### src/rtl/dec8b10b_pkg.sv
package dec8b10b_pkg;

  localparam int CODE_W = 10;
  localparam int BYTE_W = 8;
  localparam int SIX_W  = 6;
  localparam int FOUR_W = 4;

  typedef struct packed {
    logic [CODE_W-1:0] code;
    logic              rd_end;
  } enc_res_t;

  typedef struct packed {
    logic              hit;
    logic              ctl;
    logic [BYTE_W-1:0] val;
  } dec_res_t;

  typedef struct packed {
    logic              en;
    logic              idle_hit;
    logic              ok;
    logic              ctl;
    logic [BYTE_W-1:0] val;
    logic              m_neg;
    logic              m_pos;
    logic              end_neg;
    logic              end_pos;
  } look_t;

  // Six-bit sub-block for value x when the disparity is negative (abcdei, a in MSB)
  function automatic logic [SIX_W-1:0] six_neg(input logic [4:0] x);
    logic [SIX_W-1:0] r;
    case (x)
      5'd0:  r = 6'b100111;  5'd1:  r = 6'b011101;
      5'd2:  r = 6'b101101;  5'd3:  r = 6'b110001;
      5'd4:  r = 6'b110101;  5'd5:  r = 6'b101001;
      5'd6:  r = 6'b011001;  5'd7:  r = 6'b111000;
      5'd8:  r = 6'b111001;  5'd9:  r = 6'b100101;
      5'd10: r = 6'b010101;  5'd11: r = 6'b110100;
      5'd12: r = 6'b001101;  5'd13: r = 6'b101100;
      5'd14: r = 6'b011100;  5'd15: r = 6'b010111;
      5'd16: r = 6'b011011;  5'd17: r = 6'b100011;
      5'd18: r = 6'b010011;  5'd19: r = 6'b110010;
      5'd20: r = 6'b001011;  5'd21: r = 6'b101010;
      5'd22: r = 6'b011010;  5'd23: r = 6'b111010;
      5'd24: r = 6'b110011;  5'd25: r = 6'b100110;
      5'd26: r = 6'b010110;  5'd27: r = 6'b110110;
      5'd28: r = 6'b001110;  5'd29: r = 6'b101110;
      5'd30: r = 6'b011110;  default: r = 6'b101011;
    endcase
    return r;
  endfunction

  // Four-bit sub-block of a data group at negative disparity (fghj)
  function automatic logic [FOUR_W-1:0] four_data(input logic [2:0] y);
    logic [FOUR_W-1:0] r;
    case (y)
      3'd0: r = 4'b1011;  3'd1: r = 4'b1001;
      3'd2: r = 4'b0101;  3'd3: r = 4'b1100;
      3'd4: r = 4'b1101;  3'd5: r = 4'b1010;
      3'd6: r = 4'b0110;  default: r = 4'b1110;
    endcase
    return r;
  endfunction

  // Four-bit sub-block of a control group at negative disparity
  function automatic logic [FOUR_W-1:0] four_ctl(input logic [2:0] y);
    logic [FOUR_W-1:0] r;
    case (y)
      3'd0: r = 4'b1011;  3'd1: r = 4'b0110;
      3'd2: r = 4'b1010;  3'd3: r = 4'b1100;
      3'd4: r = 4'b1101;  3'd5: r = 4'b0101;
      3'd6: r = 4'b1001;  default: r = 4'b0111;
    endcase
    return r;
  endfunction

  function automatic logic alt7_neg(input logic [4:0] x);
    return (x == 5'd17) || (x == 5'd18) || (x == 5'd20);
  endfunction

  function automatic logic alt7_pos(input logic [4:0] x);
    return (x == 5'd11) || (x == 5'd13) || (x == 5'd14);
  endfunction

  function automatic logic k7_row(input logic [4:0] x);
    return (x == 5'd23) || (x == 5'd27) || (x == 5'd29) || (x == 5'd30);
  endfunction

  // Encode one value starting from running disparity rd (1 = positive)
  function automatic enc_res_t encode_group(input logic [BYTE_W-1:0] b,
                                            input logic ctl, input logic rd);
    enc_res_t          res;
    logic [4:0]        x;
    logic [2:0]        y;
    logic [SIX_W-1:0]  base6;
    logic [SIX_W-1:0]  c6;
    logic [FOUR_W-1:0] c4;
    logic              k28;
    logic              mid;
    x     = b[4:0];
    y     = b[7:5];
    k28   = ctl && (x == 5'd28);
    base6 = k28 ? 6'b001111 : six_neg(x);
    if (rd && (($countones(base6) != 3) || (!ctl && x == 5'd7)))
      c6 = ~base6;
    else
      c6 = base6;
    if ($countones(c6) == 4)      mid = 1'b1;
    else if ($countones(c6) == 2) mid = 1'b0;
    else                          mid = rd;
    if (ctl) begin
      c4 = mid ? ~four_ctl(y) : four_ctl(y);
    end else if (y == 3'd7) begin
      if (!mid)      c4 = alt7_neg(x) ? 4'b0111 : 4'b1110;
      else           c4 = alt7_pos(x) ? 4'b1000 : 4'b0001;
    end else if (mid && (y == 3'd0 || y == 3'd3 || y == 3'd4)) begin
      c4 = ~four_data(y);
    end else begin
      c4 = four_data(y);
    end
    res.code = {c6, c4};
    if ($countones(c4) == 3)      res.rd_end = 1'b1;
    else if ($countones(c4) == 1) res.rd_end = 1'b0;
    else                          res.rd_end = mid;
    return res;
  endfunction

  // Map a group back to a candidate value; legality is confirmed by re-encoding
  function automatic dec_res_t decode_group(input logic [CODE_W-1:0] code);
    dec_res_t          res;
    logic [SIX_W-1:0]  c6;
    logic [FOUR_W-1:0] c4;
    logic [FOUR_W-1:0] f;
    logic [SIX_W-1:0]  base;
    logic [SIX_W-1:0]  alt;
    logic [4:0]        x;
    logic [2:0]        y;
    logic              hit6;
    logic              hit4;
    logic              k28;
    c6   = code[CODE_W-1:FOUR_W];
    c4   = code[FOUR_W-1:0];
    x    = '0;
    y    = '0;
    hit6 = 1'b0;
    hit4 = 1'b0;
    k28  = (c6 == 6'b001111) || (c6 == 6'b110000);
    if (k28) begin
      hit6 = 1'b1;
      x    = 5'd28;
    end else begin
      for (int v = 0; v < 32; v++) begin
        base = six_neg(5'(v));
        alt  = (($countones(base) != 3) || v == 7) ? ~base : base;
        if (c6 == base || c6 == alt) begin
          hit6 = 1'b1;
          x    = 5'(v);
        end
      end
    end
    res.ctl = 1'b0;
    if (k28) begin
      f       = (c6 == 6'b001111) ? ~c4 : c4;
      res.ctl = 1'b1;
      for (int w = 0; w < 8; w++) begin
        if (four_ctl(3'(w)) == f) begin
          hit4 = 1'b1;
          y    = 3'(w);
        end
      end
    end else begin
      hit4 = 1'b1;
      case (c4)
        4'b1011, 4'b0100:                   y = 3'd0;
        4'b1001:                            y = 3'd1;
        4'b0101:                            y = 3'd2;
        4'b1100, 4'b0011:                   y = 3'd3;
        4'b1101, 4'b0010:                   y = 3'd4;
        4'b1010:                            y = 3'd5;
        4'b0110:                            y = 3'd6;
        4'b1110, 4'b0001, 4'b0111, 4'b1000: y = 3'd7;
        default:                            hit4 = 1'b0;
      endcase
      res.ctl = (c4 == 4'b0111 || c4 == 4'b1000) && k7_row(x);
    end
    res.hit = hit6 && hit4;
    res.val = {y, x};
    return res;
  endfunction

endpackage

### src/rtl/dec8b10b_in_stage.sv
module dec8b10b_in_stage
  import dec8b10b_pkg::*;
#(
  parameter int W = CODE_W
) (
  input  logic         clk,
  input  logic         rst_n,
  input  logic         en_i,
  input  logic         idle_i,
  input  logic [W-1:0] code_i,
  output logic         en_q,
  output logic         idle_q,
  output logic [W-1:0] code_q
);
  always_ff @(posedge clk or negedge rst_n) begin
    if (!rst_n) begin
      en_q   <= 1'b0;
      idle_q <= 1'b0;
      code_q <= '0;
    end else begin
      en_q   <= en_i;
      idle_q <= idle_i;
      code_q <= code_i;
    end
  end
endmodule

### src/rtl/dec8b10b_lookup.sv
module dec8b10b_lookup
  import dec8b10b_pkg::*;
#(
  parameter logic [BYTE_W-1:0] IDLE_VAL = 8'hBC
) (
  input  logic              clk,
  input  logic              rst_n,
  input  logic              en_i,
  input  logic              idle_i,
  input  logic [CODE_W-1:0] code_i,
  output look_t             look_q
);
  dec_res_t dec;
  enc_res_t from_neg;
  enc_res_t from_pos;
  look_t    look_d;

  always_comb begin
    dec             = decode_group(code_i);
    from_neg        = encode_group(dec.val, dec.ctl, 1'b0);
    from_pos        = encode_group(dec.val, dec.ctl, 1'b1);
    look_d.en       = en_i;
    look_d.m_neg    = dec.hit && (from_neg.code == code_i);
    look_d.m_pos    = dec.hit && (from_pos.code == code_i);
    look_d.ok       = look_d.m_neg || look_d.m_pos;
    look_d.ctl      = dec.ctl;
    look_d.val      = dec.val;
    look_d.end_neg  = from_neg.rd_end;
    look_d.end_pos  = from_pos.rd_end;
    look_d.idle_hit = idle_i && look_d.ok && dec.ctl && (dec.val == IDLE_VAL);
  end

  always_ff @(posedge clk or negedge rst_n) begin
    if (!rst_n) look_q <= '0;
    else        look_q <= look_d;
  end
endmodule

### src/rtl/dec8b10b_rd_track.sv
module dec8b10b_rd_track
  import dec8b10b_pkg::*;
(
  input  logic              clk,
  input  logic              rst_n,
  input  look_t             look_i,
  output logic [BYTE_W-1:0] byte_o,
  output logic              ctrl_o,
  output logic              code_err_o,
  output logic              disp_err_o,
  output logic              rd_o,
  output logic              valid_o
);
  logic agree;
  logic rd_next;

  always_comb begin
    agree = rd_o ? look_i.m_pos : look_i.m_neg;
    if (!look_i.en || !look_i.ok) rd_next = rd_o;
    else if (agree)               rd_next = rd_o ? look_i.end_pos : look_i.end_neg;
    else                          rd_next = rd_o ? look_i.end_neg : look_i.end_pos;
  end

  always_ff @(posedge clk or negedge rst_n) begin
    if (!rst_n) begin
      byte_o     <= '0;
      ctrl_o     <= 1'b0;
      code_err_o <= 1'b0;
      disp_err_o <= 1'b0;
      rd_o       <= 1'b0;
      valid_o    <= 1'b0;
    end else begin
      rd_o <= rd_next;
      if (!look_i.en || look_i.idle_hit) begin
        byte_o     <= '0;
        ctrl_o     <= 1'b0;
        code_err_o <= 1'b0;
        disp_err_o <= 1'b0;
        valid_o    <= 1'b0;
      end else begin
        valid_o    <= 1'b1;
        byte_o     <= look_i.ok ? look_i.val : '0;
        ctrl_o     <= look_i.ok && look_i.ctl;
        code_err_o <= !look_i.ok;
        disp_err_o <= look_i.ok && !agree;
      end
    end
  end
endmodule

### src/rtl/dec8b10b_top.sv
module dec8b10b_top
  import dec8b10b_pkg::*;
#(
  parameter logic [BYTE_W-1:0] IDLE_VAL = 8'hBC
) (
  input  logic              clk,
  input  logic              rst_n,
  input  logic              dec_en,
  input  logic              idle_drop,
  input  logic [CODE_W-1:0] code_in,
  output logic [BYTE_W-1:0] byte_out,
  output logic              ctrl_out,
  output logic              code_err,
  output logic              disp_err,
  output logic              rd_out,
  output logic              valid_out
);
  logic              s1_en;
  logic              s1_idle;
  logic [CODE_W-1:0] s1_code;
  look_t             s2_look;

  dec8b10b_in_stage #(.W(CODE_W)) u_in (
    .clk    (clk),
    .rst_n  (rst_n),
    .en_i   (dec_en),
    .idle_i (idle_drop),
    .code_i (code_in),
    .en_q   (s1_en),
    .idle_q (s1_idle),
    .code_q (s1_code)
  );

  dec8b10b_lookup #(.IDLE_VAL(IDLE_VAL)) u_look (
    .clk    (clk),
    .rst_n  (rst_n),
    .en_i   (s1_en),
    .idle_i (s1_idle),
    .code_i (s1_code),
    .look_q (s2_look)
  );

  dec8b10b_rd_track u_rd (
    .clk        (clk),
    .rst_n      (rst_n),
    .look_i     (s2_look),
    .byte_o     (byte_out),
    .ctrl_o     (ctrl_out),
    .code_err_o (code_err),
    .disp_err_o (disp_err),
    .rd_o       (rd_out),
    .valid_o    (valid_out)
  );
endmodule

### config.mk
export PLATFORM = sky130hd
export DESIGN_NAME = dec8b10b_top
export DESIGN_NICKNAME = d
export VERILOG_FILES = /design/src/rtl/dec8b10b_pkg.sv /design/src/rtl/dec8b10b_in_stage.sv /design/src/rtl/dec8b10b_lookup.sv /design/src/rtl/dec8b10b_rd_track.sv /design/src/rtl/dec8b10b_top.sv
export SDC_FILE = /design/constraint.sdc
export NUM_CORES = 1
export LEC_CHECK = 0
export ABC_AREA = 1
export BUFFER_PORTS_ARGS = -buffer_cell sky130_fd_sc_hd__buf_4
export CORE_MARGIN = 2
export CORE_UTILIZATION = 60
export DETAILED_ROUTE_END_ITERATION = 10
export GPL_TIMING_DRIVEN = 0
export PLACE_DENSITY_LB_ADDON = 0.12
export SETUP_SLACK_MARGIN = 0.2
export SYNTH_ARGS = -nofsm -noshare
export SYNTH_HDL_FRONTEND = slang
export SYNTH_SLANG_ARGS = --single-unit
### constraint.sdc
create_clock -name clk -period 16.82 [get_ports clk]
set_input_delay 0 -clock clk [delete_from_list [all_inputs] [get_ports clk]]
set_output_delay 0 -clock clk [all_outputs]
set_load 0.02 [all_outputs]
-- After elaboration in Yosys (flattened, before gate mapping)
Memory sizes are Yosys's and may differ from the RTL's.
Cells that the tools add are included.
- register bits: 41
- bits in read-only memories: 384
- output and inout port bits: 13
- logic and storage cells: 649
- memories: 2
- add/subtract/negate cells: 176
- equal/unequal tests: 149
- muxes and demuxes: 198
- bitwise logic cells: 37
- reduce and logical (&&, ||, !) cells: 69
- memory list (name ; words ; width ; read ports ; clocked after Yosys merged registers in ; write ports ; line ; RTL):
    (name not given) ; 32 ; 6 ; 1 ; 0 ; 0 ; dec8b10b_pkg.sv:34 ; case (x)
    (name not given) ; 32 ; 6 ; 1 ; 0 ; 0 ; dec8b10b_pkg.sv:34 ;
- operators with widths (kind ; number):
    adder 32 bit ; 70
    inequality test 32 x 3 -> 1 bit (second input constant) ; 32
    two-way mux 6 bit ; 66
    == test 6 bit ; 64
    adder 1 x 1 -> 2 bit ; 106
    inverter 6 bit ; 33
    two-way mux 5 bit ; 31
    two-way mux 4 bit ; 28
    == test 32 x 3 -> 1 bit (second input constant) ; 3
    == test 32 x 2 -> 1 bit (second input constant) ; 2
    == test 32 x 4 -> 1 bit (second input constant) ; 2
    two-way mux 1 bit ; 61
    case mux 4 bit (7 select lines) ; 2
    logical OR 1 bit ; 47
    == test 5 bit (second input constant) ; 8
    == test 4 bit ; 8
    == test 4 bit (second input constant) ; 7
    case mux 3 bit (7 select lines) ; 1
    == test 10 bit ; 2
    == test 4 x 3 -> 1 bit (second input constant) ; 4
    two-way mux 8 bit ; 2
    inverter 4 bit ; 4
    == test 5 x 4 -> 1 bit (second input constant) ; 3
    two-way mux 3 bit ; 5
    16 further kinds ; 38

-- Longest topological paths before layout
Gate-level depths: netlist of run 1.
- depth in word-level cells: 76
- mapped depth: 58
- depth with buffers taken out: 57

-- Modules after synthesis
Synthesis of run 1 repeated with hierarchy kept, for this count alone.
- cell total of the unflattened synthesis: 681
- area, all modules: 4413.0 um2
- modules (own cells, without submodules) (module ; times used ; cells each ; area an instance (um2)):
    dec8b10b_lookup ; 1 ; 607 ; 3598.5
    dec8b10b_rd_track ; 1 ; 62 ; 514.2
    dec8b10b_in_stage ; 1 ; 12 ; 300.3

-- Worst setup path after synthesis of run 1
Ideal clock, no wire load.
- kind: register to register
- from: register u_in.code_q[9]
- to: register u_look.look_q[0] (netlist bit)
- setup time: 83 ps
- data arrival time: 7650 ps
- required time: 16737 ps
- slack: 9088 ps
- cell stages (with the launch flop): 52
- buffers on the path: 1
- path through: dfrtp_1 inv_2 nor2_2 buf_4 nand3_1 nand2_1 nor2_1 nor3b_1 nand2_1 nor2_1 nand3_1 nor3_1 inv_1 ha_1 or2_2 nand2_1 nand2_1 nand2_1 [16 not listed] xor2_1 nand2_1 fa_1 inv_1 ha_1 inv_1 ha_1 nand3_1 inv_1 nand2_1 nand3_2 nand3_1 o21ai_0 ha_1 ha_1 inv_1 fa_1 o21ai_0
- RTL lines (item ; line ; RTL):
    start, declared ; dec8b10b_in_stage.sv:13 ; output logic [W-1:0] code_q
    start signal, assigned ; dec8b10b_in_stage.sv:23 ; code_q <= code_i;
    end signal, assigned ; dec8b10b_lookup.sv:35 ; else look_q <= look_d;
    end, declared ; dec8b10b_lookup.sv:11 ; output look_t look_q

==> results of run 1 <==
worst register-to-register path, delay by kind of cell, from the launching register on:
family / cells / cell delay (ns)
adder cells (fa/ha/maj): 11 / 2.93
AND/OR/NAND/NOR: 23 / 3.34
buffers and inverters: 13 / 1.53
XOR/XNOR: 1 / 0.19
flip-flops: 1 / 0.49
AO/OA/AOI/OAI: 3 / 0.74
synthesized netlist by cell type (2+ instances only):
library cell | number | area, um^2
a21oi_1 | 12 | 60.1
a31oi_1 | 2 | 12.5
buf_2 | 2 | 10.0
buf_6 | 4 | 45.0
clkbuf_1 | 4 | 15.0
dfrtp_1 | 41 | 1030
fa_1 | 5 | 100
ha_1 | 20 | 250
inv_1 | 84 | 315
inv_2 | 17 | 63.8
nand2_1 | 188 | 706
nand2_2 | 18 | 113
nand2_4 | 3 | 33.8
nand3_1 | 88 | 440
nand3_2 | 7 | 70.1
nand4_1 | 11 | 68.8
nor2_1 | 64 | 240
nor2_2 | 17 | 106
nor2_4 | 2 | 22.5
nor3_1 | 6 | 30.0
o211ai_1 | 2 | 15.0
o21ai_0 | 14 | 70.1
o21ai_1 | 7 | 35.0
o21ai_2 | 3 | 26.3
o21bai_1 | 2 | 15.0
o22ai_1 | 2 | 12.5
xnor2_1 | 2 | 17.5
xor2_1 | 6 | 52.6
through the flow:
stage	cells	total power, mW
after floorplan	648	0.521
after global placement	754	0.611
after detailed placement	754	0.641
after CTS	775	0.752
after global routing	775	0.842
final	775	0.752
state kept, by name (all words and copies together) (netlist names):
register,flops
u_look.look_q,16
u_in.code_q,10
u_rd.byte_o,8
u_in.en_q,1
u_in.idle_q,1
u_rd.code_err_o,1
u_rd.ctrl_o,1
u_rd.disp_err_o,1
u_rd.rd_o,1
u_rd.valid_o,1
cell usage in the layout, fill, tap and decap left out, drive strengths merged, types with 2 or more instances in the layout:
master         n
dlygate4sd3   13
xnor2          2
nand2        209
nor3           7
o21bai         2
clkbuf         9
o211ai         2
o22ai          2
dfrtp         41
ha            20
nand4         11
fa             5
xor2           6
a31oi          3
bufinv         2
inv          102
nor2          84
buf           33
o21ai         24
nand3         96
a21oi         12
routing by layer:
metal	GRT usage (%)	wire (um)
met5	0	0
met2	50.9	5050
met4	8.38	218
met3	4.55	809
met1	38.9	4460
cells by family (layout without fill, tap and decap cells):
family	count (synthesis)	after routing	synth area share, %
and+or+nand+nor	411	411	46.5
buffers and inverters	113	160	11.2
AOI/OAI and AO/OA	50	50	7.23
DFF	41	41	24.9
adders and majority gates	25	25	8.51
xor gates and xnor gates	8	8	1.70
worst paths after layout:
| path | from | endpoint | slack, ns | depth (start not counted) |
|---|---|---|---|---|
| worst min-delay path | rst_n | u_rd.byte_o[7] | 0.21 | 2 |
| worst min register to register | u_in.en_q | u_look.look_q[15] | 0.38 | 0 |
| worst max register to register | u_in.code_q[8] | u_look.look_q[0] | 7.48 | 51 |
| min in group clk | code_in[2] | u_in.code_q[2] | 0.33 | 2 |
| worst max-delay path | u_in.code_q[8] | u_look.look_q[0] | 7.48 | 51 |
| max in group asynchronous | rst_n | u_in.code_q[7] | 16.26 | 2 |
power by group:
group / internal [mW] / switching [mW]
combinational: 0.189 / 0.350
clock: 0.0598 / 0.0391
sequential: 0.110 / 0.00411
area by class of cell:
cell class	instances	area [um^2]
tap	80	100
multi-input combinational	494	2630
clock buffer	5	68.8
sequential	41	1030
buffer	11	77.6
inverter	102	383
fill	603	2040
clock inverter	3	68.8
timing repair buffer	39	325
==> impl_results.html, run 1 <==
<table>
<tr><th>Metric</th><th>Value</th></tr>
<tr><th colspan="2">Run status</th></tr>
<tr><td>Result of the run</td><td>complete, no violations</td></tr>
<tr><th colspan="2">Clocking</th></tr>
<tr><td>Root buf cell</td><td>clkbuf_8</td></tr>
<tr><td>CTS sink count</td><td>41</td></tr>
<tr><td>TritonCTS Buffers</td><td>5</td></tr>
<tr><td>Latest clock arrival within the worst-skew pair</td><td>slightly above 0.3 ns</td></tr>
<tr><td>Post-CTS setup repair buffer count</td><td>0</td></tr>
<tr><td>Clock-pin slew reported for the worst setup and hold paths after clock tree synthesis</td><td>approximately 0.090 ns</td></tr>
<tr><td>Hold-fix buffers, CTS</td><td>13</td></tr>
<tr><td># resized after CTS</td><td>0</td></tr>
<tr><td>Bufs on Longest Clock Path</td><td>2</td></tr>
<tr><td>CTS HTree Levels</td><td>2</td></tr>
<tr><td>TritonCTS clock tree</td><td>yes</td></tr>
<tr><th colspan="2">Setup path</th></tr>
<tr><td>Most frequent CP cell</td><td>inv_1</td></tr>
<tr><td>Top cell family by delay on the critical path</td><td>simple AND/OR/NAND/NOR gates</td></tr>
<tr><td>Critical path buffers and inverters</td><td>13</td></tr>
<tr><td>Sort of element at the start of the critical path</td><td>flip-flop</td></tr>
<tr><td>Highest fanout seen on the critical path</td><td>10</td></tr>
<tr><td>Data arrival time of the worst path</td><td>9.57 ns</td></tr>
<tr><td>Nature of the critical path endpoint</td><td>flip-flop</td></tr>
<tr><td>Setup Crit Path Kind</td><td>reg2reg</td></tr>
<tr><td>CP peak stage delay</td><td>0.72 ns</td></tr>
<tr><td>Library cell contributing the largest single delay on the critical path</td><td>nor3_1</td></tr>
<tr><td>Required arrival time at the worst endpoint</td><td>17.04 ns</td></tr>
<tr><th colspan="2">Floorplan</th></tr>
<tr><td>Standard-cell rows</td><td>30</td></tr>
<tr><td>Die span in x</td><td>between 80 and 90 um</td></tr>
<tr><td>Initial standard-cell utilization of the core</td><td>61.3%</td></tr>
<tr><td>Chip height</td><td>86.9 um</td></tr>
<tr><td>Count of pins on the block boundary</td><td>27</td></tr>
<tr><td>CORE AREA</td><td>6720 um^2</td></tr>
<tr><td>Overall die area</td><td>7540 um^2</td></tr>
<tr><th colspan="2">Global route</th></tr>
<tr><td>Total routing resource utilization after global routing</td><td>29.8%</td></tr>
<tr><td>Overflow after GRT</td><td>0</td></tr>
<tr><td>Vias in the first global route</td><td>4071</td></tr>
<tr><td>Wire length of the first global-routing pass</td><td>18200 um</td></tr>
<tr><td>Pin count of the biggest net entering global routing</td><td>42</td></tr>
<tr><td>Initial antenna violation count</td><td>0</td></tr>
<tr><th colspan="2">Timing</th></tr>
<tr><td>Worst Tran Pin Value</td><td>0.933 ns</td></tr>
<tr><td>Slew Limit Headroom</td><td>37.3%</td></tr>
<tr><td>Total Neg Setup Slack</td><td>0 ns</td></tr>
<tr><td>Final worst clock skew</td><td>0.0109 ns</td></tr>
<tr><td>Post-layout min period</td><td>9.34 ns</td></tr>
<tr><td>Setup repair after global routing missed its margin</td><td>false</td></tr>
<tr><td>Post-route worst hold slack</td><td>0.207 ns</td></tr>
<tr><td>Worst Setup Slack, final</td><td>about 7.5 ns</td></tr>
<tr><td>Post-route clock period utilization</td><td>55.5%</td></tr>
<tr><td>Highest attainable clock frequency</td><td>0.107 GHz</td></tr>
<tr><td>Number of setup violations in the final report</td><td>0</td></tr>
<tr><td>Hold Fails Final Rpt</td><td>0</td></tr>
<tr><td>Total count of max-transition violations in the final report</td><td>0</td></tr>
<tr><th colspan="2">Routing</th></tr>
<tr><td>Total via count in the routed design</td><td>about 4300</td></tr>
<tr><td>Remaining number of nets flagged by the antenna check after routing</td><td>0</td></tr>
<tr><td>Routed WL</td><td>10500 um</td></tr>
<tr><td>Pre-antenna DRT Iters</td><td>6</td></tr>
<tr><td>Post-DR vias/cell</td><td>5.56</td></tr>
<tr><td>Residual DRC</td><td>0</td></tr>
<tr><td>Post-detailed-route wirelength per cell</td><td>around 14 um</td></tr>
<tr><td>1st-iter DRT viols</td><td>between 300 and 400</td></tr>
<tr><th colspan="2">Placed design</th></tr>
<tr><td>Weighted congestion at the end of routability-driven global placement</td><td>a little under 1</td></tr>
<tr><td>Setup Slack @ Placement</td><td>7.68 ns</td></tr>
<tr><td>Port Buf Inserts</td><td>26</td></tr>
<tr><td>Placed wire-length estimate</td><td>8200 um</td></tr>
<tr><td>Placed Instance Area</td><td>4410 um^2</td></tr>
<tr><th colspan="2">Pwr</th></tr>
<tr><td>Pwr per Cell Area</td><td>161 nW/um^2</td></tr>
<tr><td>Peak supply drop</td><td>~0.072 mV</td></tr>
<tr><td>Reported leakage power</td><td>2.61 nW</td></tr>
<tr><th colspan="2">Yosys</th></tr>
<tr><td>Post-Syn Area</td><td>between 4000 and 5000 um^2</td></tr>
<tr><td>Sequential fraction of the synthesis area</td><td>24.9%</td></tr>
<tr><td>Unique masters post-synth</td><td>43</td></tr>
<tr><td>Proportion of synthesized flip-flops having asynchronous set or reset</td><td>between 90% and 100%</td></tr>
<tr><td>Yosys warning count</td><td>0</td></tr>
<tr><td>Number of flops mapped to enable cells by yosys</td><td>0</td></tr>
<tr><td>Post-synthesis area per instance</td><td>6.36 um^2</td></tr>
<tr><td>Post-synthesis cell count</td><td>648</td></tr>
<tr><td>Syn Nets</td><td>around 700</td></tr>
<tr><td>Post-synthesis sequential element count</td><td>just over 40</td></tr>
<tr><td>Synth Flop Type</td><td>dfrtp_1</td></tr>
<tr><th colspan="2">Layout</th></tr>
<tr><td>Final design utilization</td><td>between 60% and 70%</td></tr>
<tr><td>Diode count</td><td>0</td></tr>
<tr><td>Layout cell share with drive strength beyond 1</td><td>16.4%</td></tr>
<tr><td>Total number of nets in the final design</td><td>733</td></tr>
<tr><td>Area growth from synthesis to layout</td><td>13.7%</td></tr>
<tr><td>Area of all placed cells without fillers</td><td>4680 um^2</td></tr>
<tr><th colspan="2">Hold path</th></tr>
<tr><td>Worst hold path type</td><td>in2async</td></tr>
<tr><th colspan="2">Job</th></tr>
<tr><td>Max-cap violation count</td><td>0</td></tr>
</table>
Note: power is estimated with default switching activity, not from simulation.
==> run 2, diff against run 1 <==
clock period = 9.62 ns   (was 16.82 ns; I/O delays follow)
==> impl_results.html, run 2 (synthesis results as in run 1) <==
<table>
<tr><th>Metric</th><th>Value</th></tr>
<tr><th colspan="2">Routing</th></tr>
<tr><td>Remaining number of nets flagged by the antenna check after routing</td><td>0 (unchanged)</td></tr>
<tr><td>Routed WL</td><td>10700 um (+1.8%)</td></tr>
<tr><td>Post-detailed-route wirelength per cell</td><td>13.8 um (+1.5%)</td></tr>
<tr><td>Post-DR vias/cell</td><td>5.62 (+0.98%)</td></tr>
<tr><td>Residual DRC</td><td>0 (unchanged)</td></tr>
<tr><td>Total via count in the routed design</td><td>4369 (+1.4%)</td></tr>
<tr><td>1st-iter DRT viols</td><td>328 (-5.5%)</td></tr>
<tr><td>Pre-antenna DRT Iters</td><td>5 (-1)</td></tr>
<tr><th colspan="2">Placed design</th></tr>
<tr><td>Port Buf Inserts</td><td>26 (unchanged)</td></tr>
<tr><td>Weighted congestion at the end of routability-driven global placement</td><td>0.986 (unchanged)</td></tr>
<tr><td>Placed wire-length estimate</td><td>8200 um (unchanged)</td></tr>
<tr><td>Setup Slack @ Placement</td><td>0.476 ns (-7.20 ns)</td></tr>
<tr><td>Placed Instance Area</td><td>4410 um^2 (unchanged)</td></tr>
<tr><th colspan="2">Floorplan</th></tr>
<tr><td>Count of pins on the block boundary</td><td>27 (unchanged)</td></tr>
<tr><td>Standard-cell rows</td><td>30 (unchanged)</td></tr>
<tr><td>Chip height</td><td>86.9 um (unchanged)</td></tr>
<tr><td>Overall die area</td><td>7540 um^2 (unchanged)</td></tr>
<tr><td>Die span in x</td><td>86.9 um (unchanged)</td></tr>
<tr><td>CORE AREA</td><td>6720 um^2 (unchanged)</td></tr>
<tr><td>Initial standard-cell utilization of the core</td><td>61.3% (unchanged)</td></tr>
<tr><th colspan="2">Timing</th></tr>
<tr><td>Worst Setup Slack, final</td><td>1.00 ns (-6.48 ns)</td></tr>
<tr><td>Post-layout min period</td><td>8.62 ns (-0.723 ns)</td></tr>
<tr><td>Total count of max-transition violations in the final report</td><td>0 (unchanged)</td></tr>
<tr><td>Setup repair after global routing missed its margin</td><td>false</td></tr>
<tr><td>Total Neg Setup Slack</td><td>0 ns (unchanged)</td></tr>
<tr><td>Worst Tran Pin Value</td><td>0.701 ns (-0.232 ns)</td></tr>
<tr><td>Highest attainable clock frequency</td><td>0.116 GHz (+8.4%)</td></tr>
<tr><td>Post-route clock period utilization</td><td>89.6% (+34 points)</td></tr>
<tr><td>Slew Limit Headroom</td><td>52.9% (+16 points)</td></tr>
<tr><td>Post-route worst hold slack</td><td>0.197 ns (-0.0102 ns)</td></tr>
<tr><td>Hold Fails Final Rpt</td><td>0 (unchanged)</td></tr>
<tr><td>Final worst clock skew</td><td>0.0124 ns (+0.00146 ns)</td></tr>
<tr><td>Number of setup violations in the final report</td><td>0 (unchanged)</td></tr>
<tr><th colspan="2">Global route</th></tr>
<tr><td>Initial antenna violation count</td><td>0 (unchanged)</td></tr>
<tr><td>Total routing resource utilization after global routing</td><td>29.8% (unchanged)</td></tr>
<tr><td>Vias in the first global route</td><td>4071 (unchanged)</td></tr>
<tr><td>Overflow after GRT</td><td>0 (unchanged)</td></tr>
<tr><td>Wire length of the first global-routing pass</td><td>18200 um (unchanged)</td></tr>
<tr><td>Pin count of the biggest net entering global routing</td><td>42 (unchanged)</td></tr>
<tr><th colspan="2">Clocking</th></tr>
<tr><td>Root buf cell</td><td>clkbuf_8</td></tr>
<tr><td>CTS sink count</td><td>41 (unchanged)</td></tr>
<tr><td>CTS HTree Levels</td><td>2 (unchanged)</td></tr>
<tr><td>TritonCTS clock tree</td><td>yes</td></tr>
<tr><td>Latest clock arrival within the worst-skew pair</td><td>0.32 ns (about the same)</td></tr>
<tr><td>TritonCTS Buffers</td><td>5 (unchanged)</td></tr>
<tr><td>Clock-pin slew reported for the worst setup and hold paths after clock tree synthesis</td><td>0.09 ns (about the same)</td></tr>
<tr><td>Bufs on Longest Clock Path</td><td>2 (unchanged)</td></tr>
<tr><th colspan="2">Setup path</th></tr>
<tr><td>Required arrival time at the worst endpoint</td><td>9.84 ns (-7.20 ns)</td></tr>
<tr><td>Flop-to-flop setup slack</td><td>1.0 ns (-6.48 ns)</td></tr>
<tr><td>Library cell contributing the largest single delay on the critical path</td><td>fa_1</td></tr>
<tr><td>Sort of element at the start of the critical path</td><td>flip-flop</td></tr>
<tr><td>Highest fanout seen on the critical path</td><td>10 (unchanged)</td></tr>
<tr><td>Setup Crit Path Kind</td><td>reg2reg</td></tr>
<tr><td>Nature of the critical path endpoint</td><td>flip-flop</td></tr>
<tr><td>Data arrival time of the worst path</td><td>8.85 ns (-0.72 ns)</td></tr>
<tr><td>CP peak stage delay</td><td>0.53 ns (-0.19 ns)</td></tr>
<tr><th colspan="2">Layout</th></tr>
<tr><td>Most flop-heavy register</td><td>u_look.look_q</td></tr>
<tr><td>Area growth from synthesis to layout</td><td>14.8%</td></tr>
<tr><td>Area used by multi-input combinational logic</td><td>2660 um^2 (+0.95%)</td></tr>
<tr><td>Total number of nets in the final design</td><td>736 (+0.41%)</td></tr>
<tr><td>Top Registers</td><td>u_look.look_q: 16 flops, u_in.code_q: 10 flops, u_rd.byte_o: 8 flops</td></tr>
<tr><td>Number of flip-flops under the largest register name</td><td>16 (unchanged)</td></tr>
<tr><td>Leading cell types in the layout, fill and taps excluded</td><td>nand2_1 (188), nand3_1 (87), inv_1 (83)</td></tr>
<tr><td>Layout cell share with drive strength beyond 1</td><td>17.2% (+0.79 points)</td></tr>
<tr><td>Layout fillers</td><td>587 (-2.7%)</td></tr>
<tr><td>Area of all placed cells without fillers</td><td>4730 um^2 (+1.0%)</td></tr>
<tr><td>Most common library cell in the layout ignoring fill and taps</td><td>nand2_1</td></tr>
<tr><td>Register Area</td><td>1030 um^2 (unchanged)</td></tr>
<tr><td>Diode count</td><td>0 (unchanged)</td></tr>
<tr><th colspan="2">Hold path</th></tr>
<tr><td>Worst hold path type</td><td>in2async</td></tr>
<tr><th colspan="2">Run status</th></tr>
<tr><td>Result of the run</td><td>complete, no violations</td></tr>
<tr><th colspan="2">Pwr</th></tr>
<tr><td>Overall Power</td><td>1.35 mW (+80%)</td></tr>
<tr><td>Pwr per Cell Area</td><td>286 nW/um^2 (+78%)</td></tr>
<tr><td>Peak supply drop</td><td>0.132 mV (+83%)</td></tr>
<tr><td>Reported leakage power</td><td>2.63 nW (+0.65%)</td></tr>
<tr><th colspan="2">Job</th></tr>
<tr><td>Max-cap violation count</td><td>0 (unchanged)</td></tr>
</table>
==> run 2: repair_timing <==
action                                  CTS  global route
resized for setup                         0             5
hold endpoints to repair                 53             0
hold buffers                             13             0
buffers inserted                          0             3
endpoints found under the setup margin    0             4
==> run 2: cell type report <==
class | count | area share, %
flip-flops and latches | 41 | 21.7
clock buffers | 5 | 1.46
plain buffers | 11 | 1.64
inverters | 102 | 8.10
well taps | 80 | 2.12
clock inverters | 3 | 1.46
multi-input cells | 494 | 56.2
repair buffers | 42 | 7.35
==> run 2: routing by layer <==
layer | track usage (%) | up-vias | part of all wire, %
met5 | 0 | - | 0
met4 | 8.38 | 0 | 2.2
met3 | 4.55 | 25 | 7.6
met2 | 50.9 | 213 | 48
met1 | 38.9 | 1977 | 42
li1 | - | 2154 | -
==> run 2: report_power, final <==
part           switching, mW  leakage (nW)  total, mW  internal (mW)
logic                  0.631          2.04      0.978          0.347
registers            0.00731         0.519      0.200          0.193
clock network         0.0704        0.0687      0.175          0.105
total                  0.709          2.63       1.35          0.644
==> run 2: critical path: cells and delay by family, from the launching register on <==
kind,cells,cell delay [ns]
simple gates,23,2.93
flops,1,0.52
buf+inv,13,1.32
fa+ha+maj,11,2.93
compound gates,3,0.65
xor+xnor,1,0.18
==> run 2: metrics by stage <==
stage | std cells | utilization (%)
finish | 778 | 70.4
floorplan | 648 | -
CTS | 775 | 69.7
global placement | 754 | 65.7
detailed placement | 754 | 65.7
global route | 778 | 70.4
==> run 2: final timing paths <==
check / startpoint / end / cells after the start
max in group asynchronous: rst_n / u_look.look_q[0] / 2
setup reg to reg: u_in.code_q[9] / u_look.look_q[0] / 51
hold reg to reg: u_in.en_q / u_look.look_q[15] / 0
setup / recovery: u_in.code_q[9] / u_look.look_q[0] / 51
hold / removal: rst_n / u_rd.byte_o[7] / 2
min in group clk: code_in[2] / u_in.code_q[2] / 2
